--- config.mk ---
export PLATFORM = sky130hd
export DESIGN_NAME = sc_char_tx
export DESIGN_NICKNAME = d
export VERILOG_FILES = /design/src/rtl/sc_tx_pkg.sv /design/src/rtl/sc_tx_halftick.sv /design/src/rtl/sc_tx_sync.sv /design/src/rtl/sc_tx_frame.sv /design/src/rtl/sc_tx_flags.sv /design/src/rtl/sc_char_tx.sv
export SDC_FILE = /design/constraint.sdc
export NUM_CORES = 1
export LEC_CHECK = 0
export BUFFER_PORTS_ARGS = -buffer_cell sky130_fd_sc_hd__buf_2
export CAP_MARGIN = 15
export CORE_ASPECT_RATIO = 1.5
export CORE_MARGIN = 2
export CORE_UTILIZATION = 44
export CTS_BUF_LIST = sky130_fd_sc_hd__clkbuf_8 sky130_fd_sc_hd__clkbuf_16
export CTS_CLUSTER_SIZE = 28
export DETAILED_ROUTE_END_ITERATION = 8
export GPL_ROUTABILITY_DRIVEN = 0
export PLACE_DENSITY_LB_ADDON = 0.3
export SLEW_MARGIN = 5
export SYNTH_ARGS = -nofsm -noshare
export SYNTH_HDL_FRONTEND = slang
export SYNTH_HIERARCHICAL = 1
export SYNTH_SLANG_ARGS = --single-unit
--- constraint.sdc ---
create_clock -name clk -period 3.7 [get_ports clk]
set_clock_uncertainty 0.15 [all_clocks]
set_input_delay 0.37 -clock clk [delete_from_list [all_inputs] [get_ports clk]]
set_output_delay 0.37 -clock clk [all_outputs]
set_load 0.01 [all_outputs]
--- src/rtl/sc_tx_pkg.sv ---
package sc_tx_pkg;

    // Controller states
    typedef enum logic [2:0] {
        S_IDLE,
        S_START,
        S_DATA,
        S_PARITY,
        S_GUARD,
        S_SETTLE
    } tx_state_e;

    // Status bit positions (software decodes these)
    localparam int unsigned ST_EMPTY = 0;
    localparam int unsigned ST_END   = 1;
    localparam int unsigned ST_ERR   = 2;
    localparam int unsigned ST_W     = 3;

    // Half-etu periods from end of parity to the end flag
    function automatic logic [2:0] settle_halves(input logic gm, input logic blk);
        if (gm)
            return 3'd2;
        else if (blk)
            return 3'd3;
        else
            return 3'd5;
    endfunction

endpackage

--- src/rtl/sc_tx_halftick.sv ---
module sc_tx_halftick #(
    parameter int unsigned CW = 12
) (
    input  logic          clk,
    input  logic          rst_n,
    input  logic          restart,
    input  logic [CW-1:0] half_len,
    output logic          tick
);
    logic [CW-1:0] cnt_q;
    logic [CW-1:0] last_c;

    assign last_c = (half_len == '0) ? '0 : half_len - CW'(1);
    assign tick   = (cnt_q == last_c);

    always_ff @(posedge clk or negedge rst_n) begin
        if (!rst_n)
            cnt_q <= '0;
        else if (restart || tick)
            cnt_q <= '0;
        else
            cnt_q <= cnt_q + CW'(1);
    end

    // A tick is one cycle wide unless the period is a single clock
    p_tick_width_r2: assert property (@(posedge clk) disable iff (!rst_n)
        (tick && !restart && last_c != '0) |=> !tick);

endmodule

--- src/rtl/sc_tx_sync.sv ---
module sc_tx_sync #(
    parameter int unsigned STAGES = 2
) (
    input  logic clk,
    input  logic rst_n,
    input  logic d,
    output logic q
);
    logic [STAGES-1:0] sh_q;

    generate
        if (STAGES == 1) begin : g_single
            always_ff @(posedge clk or negedge rst_n) begin
                if (!rst_n) sh_q <= '1;
                else        sh_q <= d;
            end
        end else begin : g_chain
            always_ff @(posedge clk or negedge rst_n) begin
                if (!rst_n) sh_q <= '1;
                else        sh_q <= {sh_q[STAGES-2:0], d};
            end
        end
    endgenerate

    assign q = sh_q[STAGES-1];

endmodule

--- src/rtl/sc_tx_frame.sv ---
module sc_tx_frame
    import sc_tx_pkg::*;
#(
    parameter int unsigned DATA_W = 8
) (
    input  logic              clk,
    input  logic              rst_n,
    input  logic              tx_en,
    input  logic              lp_hold,
    input  logic              empty_flag,
    input  logic              wr_en,
    input  logic [DATA_W-1:0] wr_data,
    input  logic              mode_gm,
    input  logic              mode_blk,
    input  logic              half_tick,
    input  logic              sense_sync,
    output logic              restart,
    output logic              line_low,
    output logic              load,
    output logic              err_seen,
    output logic              done,
    output logic              busy
);
    localparam int unsigned BW = (DATA_W > 1) ? $clog2(DATA_W) : 1;
    localparam logic [BW-1:0] LAST_BIT = BW'(DATA_W - 1);

    tx_state_e         state_q, state_d;
    logic [DATA_W-1:0] tdr_q;
    logic [DATA_W-1:0] shift_q;
    logic              par_q;
    logic [BW-1:0]     bit_q;
    logic [2:0]        hcnt_q;
    logic [2:0]        settle_last;
    logic              span_end;

    assign settle_last = settle_halves(mode_gm, mode_blk) - 3'd1;
    assign span_end    = half_tick && hcnt_q[0];

    // Next state and transition strobes
    always_comb begin
        state_d  = state_q;
        load     = 1'b0;
        err_seen = 1'b0;
        done     = 1'b0;
        if (!tx_en || lp_hold) begin
            state_d = S_IDLE;                        // abort
        end else begin
            unique case (state_q)
                S_IDLE: begin
                    if (!empty_flag) begin
                        state_d = S_START;           // load
                        load    = 1'b1;
                    end
                end
                S_START: begin
                    if (span_end) state_d = S_DATA;  // start done
                end
                S_DATA: begin
                    if (span_end && bit_q == LAST_BIT)
                        state_d = S_PARITY;          // last data bit done
                end
                S_PARITY: begin
                    if (span_end) state_d = S_GUARD; // parity done
                end
                S_GUARD: begin
                    if (half_tick) begin
                        state_d  = S_SETTLE;         // sample
                        err_seen = !sense_sync;
                    end
                end
                S_SETTLE: begin
                    if (half_tick && hcnt_q == settle_last) begin
                        state_d = S_IDLE;            // settle done
                        done    = 1'b1;
                    end
                end
                default: state_d = S_IDLE;
            endcase
        end
    end

    // State register
    always_ff @(posedge clk or negedge rst_n) begin
        if (!rst_n) state_q <= S_IDLE;
        else        state_q <= state_d;
    end

    // Data register, shifter and half-etu counter
    always_ff @(posedge clk or negedge rst_n) begin
        if (!rst_n) begin
            tdr_q   <= '0;
            shift_q <= '0;
            par_q   <= 1'b0;
            bit_q   <= '0;
            hcnt_q  <= '0;
        end else begin
            if (wr_en) tdr_q <= wr_data;
            if (load) begin
                shift_q <= tdr_q;
                par_q   <= ^tdr_q;
                bit_q   <= '0;
                hcnt_q  <= '0;
            end else if (state_d != state_q) begin
                hcnt_q <= (state_d == S_SETTLE) ? 3'd1 : 3'd0;
            end else if (half_tick) begin
                if (state_q == S_DATA && hcnt_q[0]) begin
                    hcnt_q  <= '0;
                    shift_q <= shift_q >> 1;
                    bit_q   <= bit_q + BW'(1);
                end else begin
                    hcnt_q <= hcnt_q + 3'd1;
                end
            end
        end
    end

    // Outputs
    always_comb begin
        line_low = 1'b0;
        unique case (state_q)
            S_START:  line_low = 1'b1;
            S_DATA:   line_low = !shift_q[0];
            S_PARITY: line_low = !par_q;
            default:  line_low = 1'b0;
        endcase
    end

    assign busy    = (state_q != S_IDLE);
    assign restart = load;

    p_load_sets_empty_r3: assert property (@(posedge clk) disable iff (!rst_n)
        (state_q == S_IDLE && state_d == S_START) |=> empty_flag);

    p_abort_idle_r13: assert property (@(posedge clk) disable iff (!rst_n)
        !tx_en |=> (state_q == S_IDLE));

endmodule

--- src/rtl/sc_tx_flags.sv ---
module sc_tx_flags
    import sc_tx_pkg::*;
(
    input  logic            clk,
    input  logic            rst_n,
    input  logic            lp_hold,
    input  logic            tx_en,
    input  logic            load,
    input  logic            err_seen,
    input  logic            done,
    input  logic            dat_wr,
    input  logic            dat_wr_dma,
    input  logic            sts_rd,
    input  logic            sts_wr,
    input  logic [ST_W-1:0] sts_wdata,
    output logic            empty_q,
    output logic            end_q,
    output logic            err_q
);
    logic arm_empty_q, arm_err_q;
    logic clr_empty_sw, clr_err_sw, empty_clr;
    logic unused_end_bit;

    assign unused_end_bit = sts_wdata[ST_END];
    assign clr_empty_sw   = sts_wr && arm_empty_q && !sts_wdata[ST_EMPTY];
    assign clr_err_sw     = sts_wr && arm_err_q && !sts_wdata[ST_ERR];
    assign empty_clr      = clr_empty_sw || (dat_wr && dat_wr_dma);

    always_ff @(posedge clk or negedge rst_n) begin
        if (!rst_n) begin
            empty_q     <= 1'b1;
            end_q       <= 1'b1;
            err_q       <= 1'b0;
            arm_empty_q <= 1'b0;
            arm_err_q   <= 1'b0;
        end else if (lp_hold) begin
            empty_q     <= 1'b1;
            end_q       <= 1'b1;
            err_q       <= 1'b0;
            arm_empty_q <= 1'b0;
            arm_err_q   <= 1'b0;
        end else begin
            if (err_seen)        err_q <= 1'b1;
            else if (clr_err_sw) err_q <= 1'b0;

            if (load)           empty_q <= 1'b1;
            else if (empty_clr) empty_q <= 1'b0;

            if (!tx_en && !err_q)                end_q <= 1'b1;
            else if (empty_clr)                  end_q <= 1'b0;
            else if (done && empty_q && !err_q)  end_q <= 1'b1;

            if (sts_wr) begin
                arm_empty_q <= 1'b0;
                arm_err_q   <= 1'b0;
            end else if (sts_rd) begin
                arm_empty_q <= empty_q;
                arm_err_q   <= err_q;
            end else begin
                arm_empty_q <= arm_empty_q && empty_q;
                arm_err_q   <= arm_err_q && err_q;
            end
        end
    end

    p_end_level_r9: assert property (@(posedge clk) disable iff (!rst_n)
        (!tx_en && !err_q) |=> end_q);

    p_err_clear_path_r5: assert property (@(posedge clk) disable iff (!rst_n)
        $fell(err_q) |-> ($past(lp_hold) || $past(clr_err_sw)));

    p_err_keep_r6: assert property (@(posedge clk) disable iff (!rst_n)
        (err_q && !lp_hold && !clr_err_sw) |=> err_q);

    p_end_needs_no_err_r8: assert property (@(posedge clk) disable iff (!rst_n)
        $rose(end_q) |-> !err_q);

endmodule

--- src/rtl/sc_char_tx.sv ---
module sc_char_tx
    import sc_tx_pkg::*;
#(
    parameter int unsigned DATA_W      = 8,
    parameter int unsigned HALF_W      = 12,
    parameter int unsigned SYNC_STAGES = 2
) (
    input  logic              clk,
    input  logic              rst_n,
    input  logic              lp_hold,
    input  logic              tx_en,
    input  logic              mode_gm,
    input  logic              mode_blk,
    input  logic [HALF_W-1:0] half_etu_cycles,
    input  logic              dat_wr,
    input  logic              dat_wr_dma,
    input  logic [DATA_W-1:0] dat_wdata,
    input  logic              sts_rd,
    input  logic              sts_wr,
    input  logic [ST_W-1:0]   sts_wdata,
    output logic [ST_W-1:0]   sts_flags,
    output logic              tx_req,
    output logic              io_drive_low,
    input  logic              io_sense
);
    logic half_tick, restart, sense_sync;
    logic load, err_seen, done, busy;
    logic empty_q, end_q, err_q;
    logic unused_busy;

    sc_tx_halftick #(.CW(HALF_W)) u_tick (
        .clk      (clk),
        .rst_n    (rst_n),
        .restart  (restart),
        .half_len (half_etu_cycles),
        .tick     (half_tick)
    );

    sc_tx_sync #(.STAGES(SYNC_STAGES)) u_sync (
        .clk   (clk),
        .rst_n (rst_n),
        .d     (io_sense),
        .q     (sense_sync)
    );

    sc_tx_frame #(.DATA_W(DATA_W)) u_frame (
        .clk        (clk),
        .rst_n      (rst_n),
        .tx_en      (tx_en),
        .lp_hold    (lp_hold),
        .empty_flag (empty_q),
        .wr_en      (dat_wr),
        .wr_data    (dat_wdata),
        .mode_gm    (mode_gm),
        .mode_blk   (mode_blk),
        .half_tick  (half_tick),
        .sense_sync (sense_sync),
        .restart    (restart),
        .line_low   (io_drive_low),
        .load       (load),
        .err_seen   (err_seen),
        .done       (done),
        .busy       (busy)
    );

    sc_tx_flags u_flags (
        .clk        (clk),
        .rst_n      (rst_n),
        .lp_hold    (lp_hold),
        .tx_en      (tx_en),
        .load       (load),
        .err_seen   (err_seen),
        .done       (done),
        .dat_wr     (dat_wr),
        .dat_wr_dma (dat_wr_dma),
        .sts_rd     (sts_rd),
        .sts_wr     (sts_wr),
        .sts_wdata  (sts_wdata),
        .empty_q    (empty_q),
        .end_q      (end_q),
        .err_q      (err_q)
    );

    assign unused_busy         = busy;
    assign sts_flags[ST_EMPTY] = empty_q;
    assign sts_flags[ST_END]   = end_q;
    assign sts_flags[ST_ERR]   = err_q;
    assign tx_req              = empty_q && tx_en;

    // Error detection only happens while a character is in flight
    p_err_in_flight_r4: assert property (@(posedge clk) disable iff (!rst_n)
        (err_seen) |-> busy);

endmodule

---- After elaboration in Yosys (flattened, before gate mapping) ----
Cells that the tools add are included.
storage, ports and cells
  flip-flop bits (word level) ............. 45
  input bits .............................. 34
cells by class
  add/subtract/negate cells ............... 5
  equal/unequal tests ..................... 11
  mux-type cells .......................... 51
  reduce and logical (&&, ||, !) cells .... 35
operators by type and width
  cell                     number
  $mux W3                  17
  $mux W8                  4
  $mux W1                  26
  $mux W12                 2
  $pmux W3 S6              1
  $logic_and A1 B1 Y1      15
  $add A12 B1 Y12 const B  1
  $eq A12 B12 Y1           1
  $eq A3 B3 Y1 const B     4
  $logic_not A12 Y1        1
  $sub A12 B1 Y12 const B  1
  $reduce_bool A3 Y1       3
  $reduce_xor A8 Y1        1
  $logic_not A1 Y1         7
  $add A3 B1 Y3 const B    2
  $eq A3 B2 Y1 const B     2
  $reduce_bool A2 Y1       2
  $reduce_bool A4 Y1       1
  $eq A3 B1 Y1 const B     1
  $eq A3 B3 Y1             1
  $logic_not A3 Y1         1
  $logic_or A1 B1 Y1       3
  $ne A3 B3 Y1             1
  $pmux W1 S3              1
  other kinds (3)          3

---- Logic depth before layout (Yosys ltp) ----
Gate-level depths: netlist of the first run.
  word-level depth ........................ 14
  depth in mapped cells ................... 16
  depth with buffers taken out ............ 14

---- Hierarchy ----
Netlist of the first run, hierarchy kept.
by module, submodules not included
  module          times used  cells each  area an instance (µm²)  seq. area each (µm²)
  sc_tx_frame     1           148         1492.7                  650.6
  sc_tx_halftick  1           130         1223.7                  300.3
  sc_tx_flags     1           18          212.7                   127.6
  sc_tx_sync      1           2           52.6                    52.6
  sc_char_tx      1           4           28.8                    0.0

---- Worst setup path after synthesis of the first run ----
Ideal clock, no wire load.
  path kind ............................... input to register
  start ................................... in half_etu_cycles[0]
  end ..................................... reg u_frame.shift_q[1]
  arrival time ............................ 3.609 ns
  setup slack ............................. -0.191 ns
  stages .................................. 16
  buffers on the path ..................... 2
  cells stage by stage .................... inv_1 > ha_1 > or4b_4 > nor4_1 > mux2i_1 > xnor2_1 > a2111oi_1 > and3_1 > buf_2 > nand3_2 > a21boi_1 > a32o_1 > nor4_4 > buf_6 > mux2i_1 > o21ai_1
between the ends
  word-level cells in the longest chain between the ends .. 11
ends and longest elaborated chain
  item                                                         line                  source
  start, declared                                              sc_char_tx.sv:14      input logic [HALF_W-1:0] half_etu_cycles,
  $sub A12 B1 Y12 / $logic_not A12 Y1 (equally long branches)  sc_tx_halftick.sv:13  assign last_c = (half_len == '0) ? '0 : half_len - CW'(1);
  $mux W12 *                                                   sc_tx_halftick.sv:13
  $eq A12 B12 Y1 *                                             sc_tx_halftick.sv:14  assign tick = (cnt_q == last_c);
  net half_tick                                                sc_char_tx.sv:26      logic half_tick, restart, sense_sync;
  $logic_and A1 B1 Y1                                          sc_tx_frame.sv:37     assign span_end = half_tick && hcnt_q[0];
  $logic_and A1 B1 Y1                                          sc_tx_frame.sv:59     if (span_end && bit_q == LAST_BIT)
  $mux W3                                                      sc_tx_frame.sv:59
  $pmux W3 S6                                                  sc_tx_frame.sv:48     unique case (state_q)
  $mux W3                                                      sc_tx_frame.sv:45     if (!tx_en || lp_hold) begin
  $ne A3 B3 Y1                                                 sc_tx_frame.sv:103    end else if (state_d != state_q) begin
  $ne A2 B2 Y1 (no source line)                                -
  $reduce_and A3 Y1 (no source line) *                         -
  end signal, assigned                                         sc_tx_frame.sv:99     shift_q <= tdr_q;
  end signal, assigned                                         sc_tx_frame.sv:108    shift_q <= shift_q >> 1;
  end, declared                                                sc_tx_frame.sv:29     logic [DATA_W-1:0] shift_q;
Mark *: on every way through the listed nets, which the timed path passes. The rest lies on a longest branch.
A chain may end at the register's enable or synchronous reset.

---- Worst setup path after layout of the first run ----
  start ................................... in half_etu_cycles[1]
  end ..................................... reg u_frame.shift_q[0]
The elaborated chain is that of the path after synthesis.

==> summary.txt, run 1 <==
Setup path
  • Kind of critical path: in2reg
  • RR Startpoint: u_tick/cnt_q[6]$_DFF_PN0_
  • CP Launch Type: primary input
  • WP data arrival: 3.44 ns
  • CP Capture Type: flip-flop
  • Crit Path Max Fanout: 11
  • Worst path slowest cell: or4b_4
  • Required @ worst endpoint: 3.72 ns
  • Worst path cell trace: buf_2 -> inv_1 -> ha_2 -> or4b_4 -> o31a_1 -> buf_4 -> nor3_2 -> o22ai_2 -> nor2_2 -> and3_4 -> nand3_2 -> a21boi_1 -> a32o_1 -> nor4_4 -> buf_12 -> mux2i_1 -> o21ai_1
  • CP startpoint: half_etu_cycles[1]
  • Crit path largest cell delay: between 0.5 and 0.6 ns

Floorplan
  • Chip width: 71.5 um
  • Core area: 6580 um2
  • Die area: around 7500 um2
  • Number of I/O pins: 39
  • Initial core utilization: 45.7%
  • Row count: 36
  • Die height: 105 um

Clock network
  • Root buffer cell: clkbuf_8
  • CTS Buffer Depth: 2
  • TritonCTS Buffers: 5
  • Worst-path clk slew: 0.09 ns
  • H-tree levels: 2
  • Skew-Pair Late Insertion Delay: 0.29 ns
  • Num Clock Sinks: between 40 and 50
  • CTS tree: yes

GRT
  • First-pass GRT wire length: between 10000 and 15000 um
  • Total track usage: 18.8%
  • Largest net degree at the start of global routing: 46
  • Initial antenna violation count: 0
  • GRT Residual Overflow: 0
  • Number of global-route vias before repair: approximately 2500

Timing
  • Fin. Hold Viols: 0
  • Count of final setup violators: 0
  • Final Critical Period: 3.41 ns
  • Fmax: a little under 0.3 GHz
  • Slew margin rel.: 34.0%
  • RSZ-0062 raised after global routing: false
  • Final Cycle Share: 92.3%
  • Sum Neg Setup Slack: 0 ns
  • Worst-Margin Slew: 0.990 ns
  • Final count of pins violating max slew: 0

Logic synthesis
  • Synth Warn #: 6
  • Synthesized Nets: 340
  • Syn Std Cell Area: between 3000 and 4000 um2
  • Mapped Cells: between 300 and 400
  • Mean post-synth cell area: 9.98 um2

Drt
  • Total wire length: 6670 um
  • Post-DR wirelength/cell: 15.1 um
  • # DRC: 0
  • First drt pass iteration count: 4
  • DR vias: 2519
  • 1st-iter DRT viols: 127
  • Post-route ant nets: 0
  • Vias/cell: 5.71

Layout
  • Layout Nets: 403
  • Multi-input logic area: about 1800 um2
  • Fill cells: approximately 600
  • Layout cell share with drive strength beyond 1: 34.5%
  • Register area: between 1000 and 1500 um2
  • N_diodes: 0
  • Synth-to-layout area growth: 22.0%

Min path
  • Hold path start: io_sense
  • Hold Crit Class: in2reg

Outcome
  • Status: completed

Place
  • Post-DP HPWL: 5130 um
  • IO Port Bufs: 37

Flow run
  • Max-cap violations: 0

Power
  • Power Density: 413 nW/um2
  • Peak supply drop: 0.287 mV
  • Leakage: 1.50 nW
  • Final Power: 1.51 mW
power by group:
| part | internal, mW | switching [mW] |
|---|---|---|
| Sequential | 0.571 | 0.103 |
| Combinational | 0.210 | 0.185 |
| Clock | 0.272 | 0.173 |
| Total | 1.05 | 0.461 |
area by class of cell:
| class | count | area share, % |
|---|---|---|
| clock buffer | 5 | 1.88 |
| timing repair buffer | 74 | 13.0 |
| inverter | 9 | 0.922 |
| sequential | 45 | 30.9 |
| tap | 76 | 2.59 |
| clock inverter | 3 | 1.88 |
| multi-input combinational | 229 | 48.9 |
layer usage:
layer	routed length (um)	share of wire [%]	up-vias	GRT usage (%)
li1	-	-	1230	-
met1	2680	40	1231	22.1
met2	3620	54	46	33.6
met3	155	2.3	12	2.22
met4	218	3.3	0	8.22
met5	0	0	-	0
path summary, 6_finish.rpt:
check | endpoint | slack (ns) | cells past startpoint
min in group asynchronous | u_flags/err_q$_DFFE_PN0P_ | 0.08 | 1
max in group asynchronous | u_tick/cnt_q[11]$_DFF_PN0_ | 2.71 | 1
max | u_frame/shift_q[0]$_DFFE_PN0P_ | 0.29 | 17
max reg2reg | u_frame/shift_q[0]$_DFFE_PN0P_ | 0.48 | 12
min reg2reg | u_sync/sh_q[1]$_DFF_PN1_ | 0.20 | 0
min | u_sync/sh_q[0]$_DFF_PN1_ | 0.02 | 1
through the flow:
step	util [%]	cell area, um2	worst slack, ns	hold slack [ns]	std cells
after global placement	52.9	3480	-0.397	0.197	432
after CTS	55.3	3640	0.0997	0.0194	441
after detailed placement	52.9	3480	-0.525	0.199	432
final	55.7	3660	0.285	0.0233	441
after floorplan	-	3030	0.00153	-0.0756	301
after global routing	55.7	3660	0.0554	0.00933	441
flip-flops by register name (all words and copies together), names as in the netlist:
register             flops
u_frame/bit_q            3
u_flags/empty_q          1
u_tick/cnt_q            12
u_frame/state_q          3
u_flags/end_q            1
u_frame/shift_q          8
u_frame/tdr_q            8
u_flags/err_q            1
u_flags/arm_err_q        1
u_flags/arm_empty_q      1
u_sync/sh_q              2
u_frame/par_q            1
u_frame/hcnt_q           3
cell usage in the layout (no fill, tap or decap), drive strengths merged, types with 4 or more instances in the layout:
cell type	count
xnor2	17
nand3b	5
mux2	8
nand3	9
dfrtp	41
ha	5
nand2b	10
nor2b	4
nor2	19
o21ai	12
clkbuf	5
buf	74
nand2	23
mux2i	12
inv	10
nor3	8
a211oi	15
nor4	10
o21a	4
a21oi	10
xor2	12
dfstp	4
a31oi	4
what timing repair did:
action,4_1_cts,5_1_grt
hold buffers,0,0
setup endpoints to repair,11,10
cloned,0,0
gates resized for setup,0,6
pin swaps,1,4
setup buffers,1,0
critical path, delay by kind of cell:
kind	cells	cell delay (ns)
mux	1	0.21
compound gates	5	0.93
simple gates	6	1.24
fa+ha+maj	1	0.17
buf+inv	4	0.49
No activity file was read; power rests on OpenSTA's default activity.
==> inputs of run 2 (changes only) <==
- ABC_CLOCK_PERIOD_IN_PS: not set -> 3700
- CELL_PAD_IN_SITES_DETAIL_PLACEMENT: not set -> 1
- CELL_PAD_IN_SITES_GLOBAL_PLACEMENT: not set -> 2
- CORE_UTILIZATION: 44 -> 37
==> summary.txt, run 2 (synthesized netlist as in run 1, its figures left out) <==
Floorplan
  • Number of I/O pins: 39 (unchanged)
  • Initial core utilization: 37.8% (-7.9 points)
  • Die area: 8870 um2 (+18%)
  • Core area: 7960 um2 (+21%)
  • Chip width: 77.6 um (+8.5%)
  • Row count: 40 (+11%)
  • Die height: 114 um (+8.7%)

Setup path
  • CP Capture Type: flip-flop
  • Reg-to-Reg End: u_frame/shift_q[4]$_DFFE_PN0P_
  • Crit path largest cell delay: 0.49 ns (-0.03 ns)
  • Cell family with most CP delay: simple AND/OR/NAND/NOR gates
  • R2R depth: 14 (+2)
  • CP startpoint: half_etu_cycles[0]
  • Crit Path Max Fanout: 6 (-5)
  • WP data arrival: 3.60 ns (+0.16 ns)
  • Worst path cell trace: buf_2 -> inv_2 -> ha_4 -> or4b_4 -> buf_4 -> o31a_1 -> o21a_1 -> o22ai_2 -> nor2_1 -> and3_1 -> buf_4 -> nand2b_1 -> a21boi_2 -> a32o_2 -> nor4_4 -> buf_4 -> buf_12 -> mux2i_1 -> o21ai_1
  • RR Startpoint: u_tick/cnt_q[5]$_DFF_PN0_
  • Buf+Inv Stages, Crit Path: 6 (+2)
  • CP Launch Type: primary input
  • Kind of critical path: in2reg
  • Worst path slowest cell: or4b_4
  • Required @ worst endpoint: 3.71 ns (about the same)
  • Flop-to-flop setup slack: 0.21 ns (-0.27 ns)
  • Critical path's most frequent cell: buf_4

Layout
  • Largest regs: u_tick/cnt_q (12), u_frame/shift_q (8), u_frame/tdr_q (8)
  • Layout Nets: 392 (-2.7%)
  • Commonest non-fill, non-tap cell in the layout: dfrtp_1
  • N_diodes: 0 (unchanged)
  • Synth-to-layout area growth: 21.5%
  • Layout cell share with drive strength beyond 1: 32.8% (-1.8 points)
  • Largest register by flop count: u_tick/cnt_q
  • Fill cells: 911 (+53%)
  • Commonest cells after routing, fill and taps aside: dfrtp_1, buf_2, buf_4
  • Final core area utilization: 45.9% (-9.9 points)
  • Max reg flops: 12 (unchanged)
  • Finished Layout Cells: 459 (+4.1%)

Timing
  • Final Cycle Share: 96.9% (+4.6 points)
  • Sum Neg Setup Slack: 0 ns (unchanged)
  • Worst-Margin Slew: 1.03 ns (+0.0438 ns)
  • Final count of pins violating max slew: 0 (unchanged)
  • Count of final setup violators: 0 (unchanged)
  • Fin. Hold Viols: 0 (unchanged)
  • Slew margin rel.: 31.1% (-2.9 points)
  • Final Critical Period: 3.59 ns (+0.171 ns)
  • Fmax: 0.279 GHz (-4.8%)

GRT
  • Initial antenna violation count: 0 (unchanged)
  • Total track usage: 18.4% (-0.43 points)
  • First-pass GRT wire length: 12900 um (+14%)
  • Largest net degree at the start of global routing: 46 (unchanged)
  • Number of global-route vias before repair: 2691 (+8.6%)
  • GRT Residual Overflow: 0 (unchanged)

Power
  • Power Density: 420 nW/um2 (+1.8%)
  • Combinational fraction of design power: 24.4% (-1.7 points)
  • Final Power: 1.53 mW (+1.4%)
  • Net Sw Power: 502 uW (+9.0%)
  • Cell-internal power: 1.03 mW (-1.9%)
  • Leakage: 1.46 nW (-2.5%)
  • Sw Share: 32.7% (+2.3 points)
  • Clock share of power: 30.9% (+1.5 points)
  • Register share of total power: 44.7% (+0.2 points)
  • Peak supply drop: 0.226 mV (-21%)

Clock network
  • Num Clock Sinks: 45 (unchanged)
  • Worst-path clk slew: 0.07 ns (-0.02 ns)
  • Skew-Pair Late Insertion Delay: 0.29 ns (about the same)
  • TritonCTS Buffers: 5 (unchanged)
  • H-tree levels: 2 (unchanged)
  • CTS tree: yes
  • CTS Buffer Depth: 2 (unchanged)
  • Root buffer cell: clkbuf_16

Min path
  • Worst Hold Path EP: u_sync/sh_q[0]$_DFF_PN1_
  • Worst Hold Path Cells: 1 (unchanged)
  • Hold path start: io_sense
  • Hold Crit Class: in2reg

Drt
  • # DRC: 0 (unchanged)
  • DR vias: 2538 (+0.75%)
  • Total wire length: 7880 um (+18%)
  • 1st-iter DRT viols: 156 (+23%)
  • Post-route ant nets: 0 (unchanged)
  • Post-DR wirelength/cell: 17.2 um (+13%)
  • Vias/cell: 5.53 (-3.2%)
  • First drt pass iteration count: 4 (unchanged)

Outcome
  • Status: completed

Place
  • IO Port Bufs: 37 (unchanged)
  • Post-DP HPWL: 5730 um (+12%)
  • Placed Cells: 447 (+3.5%)

Flow run
  • Max-cap violations: 0 (unchanged)
==> run 2: cell count changes in the layout (fill, tap and decap cells not counted), sizes merged <==
cell      before  now
buf           74   62
bufinv         2    0
clkbuf         5    7
clkinvlp       0    1
==> run 2: per-layer routing <==
layer | track usage, % | vias up | wire length (um)
met1 | 19.2 | 1280 | 2970
met2 | 35.9 | 38 | 4520
met4 | 7.98 | 0 | 241
li1 | - | 1204 | -
met5 | 0 | - | 0
met3 | 2.68 | 16 | 146
==> run 2: how the worst max path moves through the flow <==
stage | to | slack (ns) | depth (start not counted)
after floorplan | u_frame/shift_q[1]$_DFFE_PN0P_ | 0.002 | 16
after global placement | u_frame/shift_q[5]$_DFFE_PN0P_ | -0.19 | 16
after detailed placement | u_frame/shift_q[4]$_DFFE_PN0P_ | -0.27 | 16
after CTS | u_frame/shift_q[4]$_DFFE_PN0P_ | 0.03 | 16
after global routing | u_frame/shift_q[4]$_DFFE_PN0P_ | -0.06 | 18
final | u_frame/shift_q[4]$_DFFE_PN0P_ | 0.11 | 19
==> run 2: repair_timing <==
action	CTS	global route
setup endpoints to repair	0	13
hold buffers	0	0
buffers inserted	0	3
gates resized for setup	0	7
hold endpoints to repair	0	0
==> run 2: metrics by stage <==
step	cell area, um2	setup slack, ns	hold slack [ns]
floorplan	3030	0.00153	-0.0756
detailed placement	3420	-0.272	0.208
CTS	3580	0.0342	0.0466
global route	3650	-0.0596	0.0494
global placement	3420	-0.195	0.196
finish	3650	0.114	0.0456
==> run 2: final cells by class <==
| cell class | count | area [um2] | area share (%) |
|---|---|---|---|
| clock buffers | 6 | 139 | 3.81 |
| clock inverters | 2 | 16.3 | 0.446 |
| inverters | 9 | 33.8 | 0.926 |
| multi-input cells | 229 | 1790 | 49.0 |
| flip-flops and latches | 45 | 1130 | 31.0 |
| well taps | 105 | 131 | 3.60 |
| repair buffers | 63 | 410 | 11.2 |
==> run 2: power groups by stage <==
| stage | Sequential [mW] | Combinational, mW | Clock [mW] |
|---|---|---|---|
| final | 0.687 | 0.374 | 0.474 |
| after global routing | 0.705 | 0.420 | 0.505 |
| after global placement | 0.691 | 0.358 | 0 |
| after CTS | 0.687 | 0.372 | 0.490 |
| after detailed placement | 0.695 | 0.369 | 0 |
| after floorplan | 0.637 | 0.292 | 0 |
